<file path="config.mk">
export PLATFORM = sky130hd
export DESIGN_NAME = cmp_branch_unit
export DESIGN_NICKNAME = d
export VERILOG_FILES = /design/src/rtl/cbu_pkg.sv /design/src/rtl/cbu_operand_latch.sv /design/src/rtl/cbu_cond_eval.sv /design/src/rtl/cbu_target_gen.sv /design/src/rtl/cmp_branch_unit.sv
export SDC_FILE = /design/constraint.sdc
export NUM_CORES = 1
export LEC_CHECK = 0
export BUFFER_PORTS_ARGS = -buffer_cell sky130_fd_sc_hd__buf_2
export CORE_MARGIN = 1.5
export CORE_UTILIZATION = 50
export CTS_BUF_LIST = sky130_fd_sc_hd__clkbuf_4
export DETAILED_ROUTE_END_ITERATION = 8
export HOLD_SLACK_MARGIN = 0.03
export PLACE_DENSITY = 0.73
export SLEW_MARGIN = 20
export SYNTH_ARGS = -nofsm -noshare
export SYNTH_HDL_FRONTEND = slang
export SYNTH_SLANG_ARGS = --single-unit
</file>
<file path="constraint.sdc">
create_clock -name clk -period 9.1 [get_ports clk]
set_clock_uncertainty 0.1 [all_clocks]
set_input_delay 2.275 -clock clk [delete_from_list [all_inputs] [get_ports clk]]
set_output_delay 2.275 -clock clk [all_outputs]
set_load 0.01 [all_outputs]
</file>
<file path="src/rtl/cbu_pkg.sv">
package cbu_pkg;

  localparam int CC_W      = 4;
  localparam int NUM_LEGAL = 10;

  typedef enum logic [CC_W-1:0] {
    CC_EQ  = 4'd0,
    CC_NE  = 4'd1,
    CC_LT  = 4'd2,
    CC_GT  = 4'd3,
    CC_LTU = 4'd4,
    CC_GTU = 4'd5,
    CC_GE  = 4'd6,
    CC_LE  = 4'd7,
    CC_GEU = 4'd8,
    CC_LEU = 4'd9
  } cond_e;

endpackage

</file>
<file path="src/rtl/cbu_operand_latch.sv">
module cbu_operand_latch #(
  parameter int DATA_W = 32
) (
  input  logic              clk,
  input  logic              rst_n,
  input  logic              load,
  input  logic [DATA_W-1:0] lhs_in,
  input  logic [DATA_W-1:0] rhs_in,
  output logic [DATA_W-1:0] lhs_q,
  output logic [DATA_W-1:0] rhs_q
);

  always_ff @(posedge clk) begin
    if (!rst_n) begin
      lhs_q <= '0;
      rhs_q <= '0;
    end else if (load) begin
      lhs_q <= lhs_in;
      rhs_q <= rhs_in;
    end
  end

endmodule

</file>
<file path="src/rtl/cbu_cond_eval.sv">
module cbu_cond_eval
  import cbu_pkg::*;
#(
  parameter int DATA_W = 32
) (
  input  logic [DATA_W-1:0] opa,
  input  logic [DATA_W-1:0] opb,
  input  logic [CC_W-1:0]   code,
  output logic              hit,
  output logic              bad_code
);

  function automatic logic lt_signed(input logic [DATA_W-1:0] a,
                                     input logic [DATA_W-1:0] b);
    return $signed(a) < $signed(b);
  endfunction

  function automatic logic lt_unsigned(input logic [DATA_W-1:0] a,
                                       input logic [DATA_W-1:0] b);
    return a < b;
  endfunction

  logic is_eq, s_ab, s_ba, u_ab, u_ba;
  logic [NUM_LEGAL-1:0] res;

  always_comb begin
    is_eq = (opa == opb);
    s_ab  = lt_signed(opa, opb);
    s_ba  = lt_signed(opb, opa);
    u_ab  = lt_unsigned(opa, opb);
    u_ba  = lt_unsigned(opb, opa);

    res          = '0;
    res[CC_EQ]   = is_eq;
    res[CC_NE]   = !is_eq;
    res[CC_LT]   = s_ab;
    res[CC_GT]   = s_ba;
    res[CC_LTU]  = u_ab;
    res[CC_GTU]  = u_ba;
    res[CC_GE]   = !s_ab;
    res[CC_LE]   = !s_ba;
    res[CC_GEU]  = !u_ab;
    res[CC_LEU]  = !u_ba;
  end

  always_comb begin
    bad_code = 1'b0;
    hit      = 1'b0;
    case (code)
      CC_EQ:   hit = res[CC_EQ];
      CC_NE:   hit = res[CC_NE];
      CC_LT:   hit = res[CC_LT];
      CC_GT:   hit = res[CC_GT];
      CC_LTU:  hit = res[CC_LTU];
      CC_GTU:  hit = res[CC_GTU];
      CC_GE:   hit = res[CC_GE];
      CC_LE:   hit = res[CC_LE];
      CC_GEU:  hit = res[CC_GEU];
      CC_LEU:  hit = res[CC_LEU];
      default: bad_code = 1'b1;
    endcase
  end

endmodule

</file>
<file path="src/rtl/cbu_target_gen.sv">
module cbu_target_gen #(
  parameter int ADDR_W = 32,
  parameter int OFS_W  = 10
) (
  input  logic [ADDR_W-1:0] pc,
  input  logic [OFS_W-1:0]  ofs,
  output logic [ADDR_W-1:0] seq_pc,
  output logic [ADDR_W-1:0] jump_pc
);

  localparam int EXT_W = ADDR_W - OFS_W - 1;

  function automatic logic [ADDR_W-1:0] scale_ofs(input logic [OFS_W-1:0] o);
    return {{EXT_W{o[OFS_W-1]}}, o, 1'b0};
  endfunction

  always_comb begin
    seq_pc  = pc + ADDR_W'(2);
    jump_pc = seq_pc + scale_ofs(ofs);
  end

endmodule

</file>
<file path="src/rtl/cmp_branch_unit.sv">
module cmp_branch_unit
  import cbu_pkg::*;
#(
  parameter int DATA_W = 32,
  parameter int ADDR_W = 32,
  parameter int OFS_W  = 10
) (
  input  logic              clk,
  input  logic              rst_n,
  input  logic              cmp_valid,
  input  logic [DATA_W-1:0] cmp_lhs,
  input  logic [DATA_W-1:0] cmp_rhs,
  input  logic              br_valid,
  input  logic [CC_W-1:0]   br_cond,
  input  logic [OFS_W-1:0]  br_ofs,
  input  logic [ADDR_W-1:0] pc_in,
  output logic [ADDR_W-1:0] npc_out,
  output logic              npc_valid,
  output logic              taken,
  output logic              illegal
);

  logic [DATA_W-1:0] opa_q, opb_q;
  logic              cond_hit, cond_bad;
  logic [ADDR_W-1:0] seq_pc, jump_pc;

  cbu_operand_latch #(.DATA_W(DATA_W)) u_latch (
    .clk    (clk),
    .rst_n  (rst_n),
    .load   (cmp_valid),
    .lhs_in (cmp_lhs),
    .rhs_in (cmp_rhs),
    .lhs_q  (opa_q),
    .rhs_q  (opb_q)
  );

  cbu_cond_eval #(.DATA_W(DATA_W)) u_eval (
    .opa      (opa_q),
    .opb      (opb_q),
    .code     (br_cond),
    .hit      (cond_hit),
    .bad_code (cond_bad)
  );

  cbu_target_gen #(.ADDR_W(ADDR_W), .OFS_W(OFS_W)) u_tgt (
    .pc      (pc_in),
    .ofs     (br_ofs),
    .seq_pc  (seq_pc),
    .jump_pc (jump_pc)
  );

  always_ff @(posedge clk) begin
    if (!rst_n) begin
      npc_out   <= '0;
      npc_valid <= 1'b0;
      taken     <= 1'b0;
      illegal   <= 1'b0;
    end else begin
      npc_valid <= br_valid;
      taken     <= br_valid & cond_hit;
      illegal   <= br_valid & cond_bad;
      if (br_valid) npc_out <= cond_hit ? jump_pc : seq_pc;
    end
  end

endmodule

</file>
======== Word level (Yosys, flattened, before mapping) ========
Index checks and enable logic that the tools add are counted.
cells by class
  shift operators ......................... 0
  $mul .................................... 0
  muxes and demuxes ....................... 3
  divide/modulo/power cells ............... 0
  bitwise logic cells ..................... 2
  equality and inequality tests ........... 10
  reductions and logical operators ........ 7
  magnitude comparators ................... 4
  add/sub/neg operators ................... 2
operators by type and width
  kind                                                 count
  < comparator 32 bit                                  4
  adder 32 x 2 -> 32 bit, second input constant        1
  adder 32 bit                                         1
  equality test 32 bit                                 1
  two-way mux 32 bit                                   1
  equality test 4 x 3 -> 1 bit, second input constant  4
  one-hot mux 1 bit (10 select lines)                  1
  OR reduction 10 bit                                  1
  equality test 4 x 2 -> 1 bit, second input constant  2
  equality test 4 bit, second input constant           2
  logical NOT 1 bit                                    5
  equality test 4 x 1 -> 1 bit, second input constant  1
  logical NOT 4 bit                                    1
  AND 1 bit                                            2
  two-way mux 1 bit                                    1
word-level totals
  ROM bits ................................ 0
  latch bits .............................. 0
  bits of input ports ..................... 114
  output and inout port bits .............. 35
  flip-flop bits (word level) ............. 99
  memories ................................ 0
  logic and storage cells ................. 34
  RAM bits ................................ 0

======== Logic depth before layout (Yosys ltp) ========
Gate-level depths: netlist of the first run.
  depth in word-level cells ............... 4
  gate-level depth with buffers ........... 17
  depth with buffers taken out ............ 17

======== Cells and area by module ========
A second synthesis of the first run with hierarchy kept.
unflattened totals
  cell total of the unflattened synthesis .. 938
  area, all modules ....................... 7993.9 µm²
by module, submodules not included
  module             area an instance (µm²)  cells each  times used  seq. area each (µm²)
  cbu_operand_latch  2451.1                  206         1           1281.2
  cbu_target_gen     2409.8                  350         1           0.0
  cbu_cond_eval      1655.3                  234         1           0.0
  cmp_branch_unit    1477.7                  148         1           700.7

======== Worst setup path after synthesis of the first run ========
Ideal clock, no wire load.
  path type ............................... input port to flip-flop
  start ................................... input pc_in[3]
  end ..................................... register npc_out[31]
  path buffers ............................ 0
  data required time ...................... 8.927 ns
  setup time .............................. 0.073 ns
  setup slack ............................. 3.258 ns
  data arrival time ....................... 5.669 ns
  stages .................................. 17
  cells stage by stage .................... and4_1 > nand4_1 > or2_2 > nor2_1 > and4_1 > nand2_1 > xnor2_1 > ha_1 > a21o_1 > a21o_1 > a21oi_1 > o311ai_0 > o221ai_1 > o41ai_1 > xor2_1 > or4b_4 > o211ai_2
on the way
  word-level cells in the longest chain between the ends .. 3
ends and longest elaborated chain
  item                      RTL line               text
  from (decl)               cmp_branch_unit.sv:16  input logic [ADDR_W-1:0] pc_in,
  adder 32 x 2 -> 32 bit *  cbu_target_gen.sv:18   seq_pc = pc + ADDR_W'(2);
  adder 32 bit              cbu_target_gen.sv:19   jump_pc = seq_pc + scale_ofs(ofs);
  two-way mux 32 bit *      cmp_branch_unit.sv:62  if (br_valid) npc_out <= cond_hit ? jump_pc : seq_pc;
  to (signal assigned)      cmp_branch_unit.sv:62
  to (decl)                 cmp_branch_unit.sv:17  output logic [ADDR_W-1:0] npc_out,
Mark *: on every way between the ends. The rest lies on a longest branch, timed or not.
A chain may end at the register's enable or synchronous reset.

======== Final worst setup path of the first run ========
Same ends and word-level chain as after synthesis.

==> flow_summary.yaml, run 1 <==
run_status:
  status: "finished, violations left"
  violations: "DRC"
setup_path:
  cp.arrival_ps: 6430
  critPathBufInv: 1
  reg2reg_from: "u_latch.lhs_q[31]$_SDFFE_PN0P_"
  path_class: "input port to register"
  r2r_setup_slack_ps: 4890
  crit_family: "simple AND/OR/NAND/NOR gates"
  r2r_end: "npc_out[22]$_SDFFE_PN0P_"
  ff2ff_path_depth: 11
  crit_path_max_fanout: 7
  end_kind: "register"
  cp.required_ps: 9450
  crit_path_max_incr_delay_ps: 480
  crit_chain: "buf_2 -> and4_1 -> nand4_1 -> or2_2 -> nor2_1 -> and4_1 -> nand2_1 -> xnor2_1 -> ha_1 -> a21o_1 -> a21o_1 -> a21oi_1 -> o311ai_0 -> o221ai_1 -> o41ai_1 -> xor2_1 -> or4b_4 -> o211ai_2"
  worst_path_max_delay_cell: "or4b_4"
  start_kind: "input port"
clock_network:
  cts_sinks: 99
  clk_path_buf_depth: 2
  cts_buffers: 9
  h-tree-depth: 3
  cts_resized: 0
  post-cts-setup-buffers: 0
  clkLatencyLatePin_ps: 500
  root_buffer: "clkbuf_4"
  cts_tree: "done"
  clk_pin_slew_ps: 170
  ctsHoldBuffers: 0
pwr:
  peakVddDrop_uv: 87.6
  power_leakage_nw: 4.10
  cellPowerDensity_mw_per_mm2: 127
  power_mw: 1.08
sta:
  slew_viol_final: 0
  rsz0062_at_grt: "false"
  setup_viol: 0
  fin_crit_ps: 6080
  tightest_slew_ps: 1070
  fin_tns_setup_ps: 0
  fmax_mhz: 164
  hold_viol: 0
  slew_headroom_pct: 28.5
  fin_crit_sh_pct: 66.8
placement:
  port_buffers: 148
  dp_cells: 1223
  dpl.hpwl_microns: 13000
  gp_congestion: 0.837
die:
  start_util_pct: 51.7
  fp.dieArea_sq_mm: 0.0159
  dieWidth_microns: 126
  core_sq_mm: 0.0146
  fp-row-count: 44
  ioPinCount: 149
  die_y_microns: 126
yosys:
  synth_area_leaders: "dfxtp_1 26%, ha_1 16%, mux2i_1 12%"
  avgSynthCellArea_sq_um: 8.17
  synth_nets: 1136
  synth_most_common_cell: "dfxtp_1"
  yosysTopAreaCellShare_pct: 26.2
  synth_common_cells: "99 x dfxtp_1, 97 x nor2_1, 95 x ha_1"
  ys_types: 62
  ys_warn_count: 0
  yosys.area.top_type: "dfxtp_1"
  synthCells: 926
  synth_seq_cells: 99
  synth.cell_area_sq_mm: 0.00757
  seq_area_frac_synth_pct: 26.2
  synth-edff-count: 0
  synth_flop_cell: "dfxtp_1"
  async_reset_ff_share_pct: 0
drt:
  routed_wl_microns: 17300
  initialDrtViolationCount: 280
  wl_per_cell_microns: 14.0
  wl_met1_microns: 8220
  highest_layer: "met4"
  num_vias: 6800
  drcViolationCount: 11
  vias_per_cell: 5.48
  antenna_left: 0
  first_pass_iters: 7
  wl_met2_microns: 8010
  met3WireLength_microns: 828
global_route:
  grt_pass1_vias: 6399
  overflow: 0
  grt_usage_pct: 22.2
  grt_max_degree: 68
  grt_first_pass_wirelength_microns: 29400
  antenna_found_initial: 1
layout:
  area_delta_synth_final_pct: 12.4
  regArea_sq_mm: 0.00198
  multiInputGateArea_sq_mm: 0.00508
  drive_above_1_share_pct: 16.7
  nets: 1260
  n_fill_cell: 1391
  layout.cells.non_filler: 1240
hold_path:
  min_to: "npc_out[3]$_SDFFE_PN0P_"
  hp-class: "register to register"
  hp-start: "npc_out[3]$_SDFFE_PN0P_"
  hold_depth: 2
run:
  maxCapViolations: 0
==> tightest hold or removal path: stages, from the launching register on <==
cell and delay (ps):
dfxtp_1 340, nand3b_1 70, o21ai_1 50
==> flip-flops by register name, indices dropped and copies added, names as in the netlist <==
name	flops
u_latch.rhs_q	32
taken	1
u_latch.lhs_q	32
illegal	1
npc_valid	1
npc_out	32
==> metal layers <==
metal | GRT usage [%] | vias up
met5 | 0 | -
met4 | 6.42 | 0
met3 | 4.29 | 26
met2 | 37.4 | 168
met1 | 29.0 | 3106
li1 | - | 3500
==> cells by family (layout without fill, tap and decap cells) <==
family / after synthesis / in the layout / synth area share [%]
XOR/XNOR: 55 / 55 / 6.36
AND/OR/NAND/NOR: 240 / 240 / 15.3
buffers and inverters: 126 / 255 / 6.68
adder cells (fa/ha/maj): 96 / 96 / 16.0
multiplexers: 93 / 93 / 12.3
other: 0 / 1 / 0
AO/OA/AOI/OAI: 217 / 217 / 17.3
flip-flops: 99 / 99 / 26.2
==> worst max-delay path by stage <==
stage,startpoint,endpoint,slack (ps),cells past startpoint
after detailed placement,pc_in[3],npc_out[31]$_SDFFE_PN0P_,2550,18
final,pc_in[3],npc_out[31]$_SDFFE_PN0P_,3020,18
after CTS,pc_in[3],npc_out[31]$_SDFFE_PN0P_,3080,18
after global routing,pc_in[3],npc_out[31]$_SDFFE_PN0P_,2760,18
after floorplan,pc_in[3],npc_out[31]$_SDFFE_PN0P_,3260,17
after global placement,pc_in[3],npc_out[31]$_SDFFE_PN0P_,2720,18
==> per-stage QoR <==
| stage | cell area (sq um) | setup slack, ps | util (%) | hold slack (ps) |
|---|---|---|---|---|
| after floorplan | 7570 | 3260 | - | 388 |
| after global placement | 8380 | 2720 | 57.3 | 362 |
| after detailed placement | 8380 | 2550 | 57.3 | 368 |
| after CTS | 8500 | 3080 | 58.1 | 390 |
| after global routing | 8510 | 2760 | 58.1 | 424 |
| final | 8510 | 3020 | 58.1 | 386 |
==> cells in the final DEF (no fill, tap or decap), drive strengths merged, types with 7 or more instances in the layout <==
master  netlist  final
buf          15    149
dfxtp        99     99
nor2         97     97
ha           95     95
mux2i        93     93
inv          90     91
a21oi        87     87
o21ai        60     60
nand2        46     46
xnor2        38     38
nand4        22     22
nand3        21     21
xor2         17     17
a21o         16     16
nand2b       11     11
nor3          9      9
clkbuf       21      9
nor4          7      7
o211ai        7      7
==> power breakdown <==
part	internal (mW)	switching, mW
Clock	0.0570	0.166
Sequential	0.465	0.0203
Combinational	0.165	0.209
Total	0.687	0.396
==> cell type report <==
| cell class | count | area share [%] |
|---|---|---|
| Antenna cell | 1 | 0.0294 |
| Clock buffer | 9 | 0.794 |
| Clock inverter | 7 | 0.588 |
| Inverter | 90 | 3.99 |
| Multi-Input combinational cell | 701 | 59.8 |
| Sequential cell | 99 | 23.3 |
| Tap cell | 184 | 2.71 |
| Timing Repair Buffer | 149 | 8.83 |
Power figures use the tool's default switching activity.
==> inputs of run 2 (changes only) <==
Clock period 9.1 ns to 5.9 ns, I/O delays scaled along.
==> run 2 against run 1 <==
The run still ends with DRC left. Critical path type unchanged. Worst setup slack worse by 2400 ps. Combinational power is 55% higher. Power is 58% higher. Register-to-register slack worse by 3000 ps. Core utilization is 0.27 points higher. Highest routed layer unchanged. Sequential share of layout area is 0.11 points lower. Hold slack better by 5.6 ps. Sequential power is 54% higher. Via count is 0.46% lower.
==> flow_summary.yaml, run 2 (synthesized netlist as in run 1, its figures left out) <==
sta:
  rsz0062_at_grt: "false"
  slew_headroom_pct: 30.1
  slew_viol_final: 0
  fin_tns_setup_ps: 0
  setup_viol: 0
  tightest_slew_ps: 1050
  fin_crit_sh_pct: 88.9
  fin_crit_ps: 5250
  hold_slack_ps: 392
  fmax_mhz: 191
  hold_viol: 0
layout:
  layout_commonest_cell: "buf_2"
  reg_top3: "npc_out x32, u_latch.lhs_q x32, u_latch.rhs_q x32"
  n_fill_cell: 1385
  drive_above_1_share_pct: 16.9
  final_cell_mix: "147 x buf_2, 99 x dfxtp_1, 97 x nor2_1"
  area_delta_synth_final_pct: 12.9
  nets: 1261
  final_cell_area_sq_mm: 0.00855
  layout.cells.non_filler: 1242
setup_path:
  critPathLaunch: "pc_in[3]"
  cp.depth: 18
  crit_chain: "buf_2 -> and4_1 -> nand4_1 -> or2_2 -> nor2_1 -> and4_1 -> nand2_1 -> xnor2_1 -> ha_1 -> a21o_1 -> a21o_1 -> a21oi_1 -> o311ai_0 -> o221ai_1 -> o41ai_1 -> xor2_1 -> or4b_4 -> o211ai_2"
  reg2reg_from: "u_latch.lhs_q[31]$_SDFFE_PN0P_"
  worst_path_max_delay_cell: "or4b_4"
  ff2ff_path_depth: 11
  cp.required_ps: 6240
  crit_path_max_incr_delay_ps: 480
  path_class: "input port to register"
  end_kind: "register"
  crit_family: "simple AND/OR/NAND/NOR gates"
  critPathBufInv: 1
  crit_path_max_fanout: 7
  r2r_setup_slack_ps: 1910
  cp.arrival_ps: 5590
  start_kind: "input port"
clock_network:
  cts_buffers: 9
  ctsHoldBuffers: 0
  clkLatencyLatePin_ps: 510
  cts_sinks: 99
  clk_pin_slew_ps: 160
  h-tree-depth: 3
  cts_resized: 0
  clk_path_buf_depth: 2
  root_buffer: "clkbuf_4"
  cts_tree: "done"
  post-cts-setup-buffers: 0
drt:
  drcViolationCount: 11
  initialDrtViolationCount: 351
  num_vias: 6769
  antenna_left: 0
  wl_per_cell_microns: 14.0
  vias_per_cell: 5.45
  routed_wl_microns: 17400
  first_pass_iters: 6
global_route:
  overflow: 0
  grt_pass1_vias: 6211
  grt_max_degree: 68
  grt_first_pass_wirelength_microns: 28800
  grt_usage_pct: 22.0
  antenna_found_initial: 2
pwr:
  peakVddDrop_uv: 141
  cellPowerDensity_mw_per_mm2: 201
  p_int_mw: 1.10
  seq_power_share_pct: 43.7
  p_sw_uw: 611
  switching_share_pct: 35.7
  p_clk_share_pct: 22.6
  p_comb_share_pct: 33.8
  power_leakage_nw: 4.12
die:
  start_util_pct: 51.7
  die_y_microns: 126
  fp-row-count: 44
  core_sq_mm: 0.0146
  fp.dieArea_sq_mm: 0.0159
  ioPinCount: 149
  dieWidth_microns: 126
placement:
  gp_congestion: 0.848
  post_dp_cell_area_sq_mm: 0.00839
  port_buffers: 148
  dp_cells: 1224
  dpl.hpwl_microns: 13100
run_status:
  status: "finished, violations left"
  violations: "DRC"
hold_path:
  hold_depth: 2
  hp-class: "register to register"
  hp-start: "npc_out[16]$_SDFFE_PN0P_"
run:
  maxCapViolations: 0
## run 2: cell types whose count changed in the layout (fill, tap and decap cells not counted)
cell / delta
buf_4: +1
bufinv_16: +1
clkinv_1: -1
clkinv_2: +1
clkinvlp_4: -1
diode_2: +1
o21a_2: -1
o21a_4: +1
## run 2: layout make-up
type / instances / area (sq um) / share of cell area (%)
Multi-Input combinational cell: 701 / 5090 / 59.6
Sequential cell: 99 / 1980 / 23.2
Timing Repair Buffer: 150 / 758 / 8.87
Inverter: 90 / 339 / 3.97
Tap cell: 184 / 230 / 2.69
Clock inverter: 7 / 73.8 / 0.864
Clock buffer: 9 / 67.6 / 0.791
Antenna cell: 2 / 5.00 / 0.0586
## run 2: worst paths after layout
path | to
setup reg to reg | npc_out[22]$_SDFFE_PN0P_
hold / removal | npc_out[16]$_SDFFE_PN0P_
setup / recovery | npc_out[31]$_SDFFE_PN0P_
hold reg to reg | npc_out[16]$_SDFFE_PN0P_
## run 2: power groups by stage
stage	Clock, mW	Combinational, mW	Sequential, mW
global route	0.423	0.649	0.756
finish	0.387	0.579	0.749
global placement	0	0.567	0.762
detailed placement	0	0.575	0.763
CTS	0.400	0.579	0.749
floorplan	0	0.416	0.767
## run 2: stage by stage
step	utilization, %	total power, mW	setup WS, ps
floorplan	-	1.18	858
global placement	57.3	1.33	409
detailed placement	57.3	1.34	196
CTS	58.3	1.73	719
global route	58.4	1.83	370
finish	58.4	1.71	655
## run 2: metal layers
metal / wire length, microns / vias to the layer above / global-route usage, %
met5: 0 / - / 0
met4: 297 / 0 / 6.90
met3: 947 / 23 / 4.38
met2: 7990 / 161 / 37.0
met1: 8140 / 3068 / 28.4
li1: - / 3517 / -
## run 2: worst reg2reg max path: stages, from the launching register on
cell       delay [ps]
dfxtp_1           400
inv_1              50
ha_1              500
nand4_1           190
nor4_1            560
a21oi_1           200
nand4b_1          160
nor4_1             70
a2111oi_0         520
o21a_4            630
mux2i_1           380
a21oi_1           100
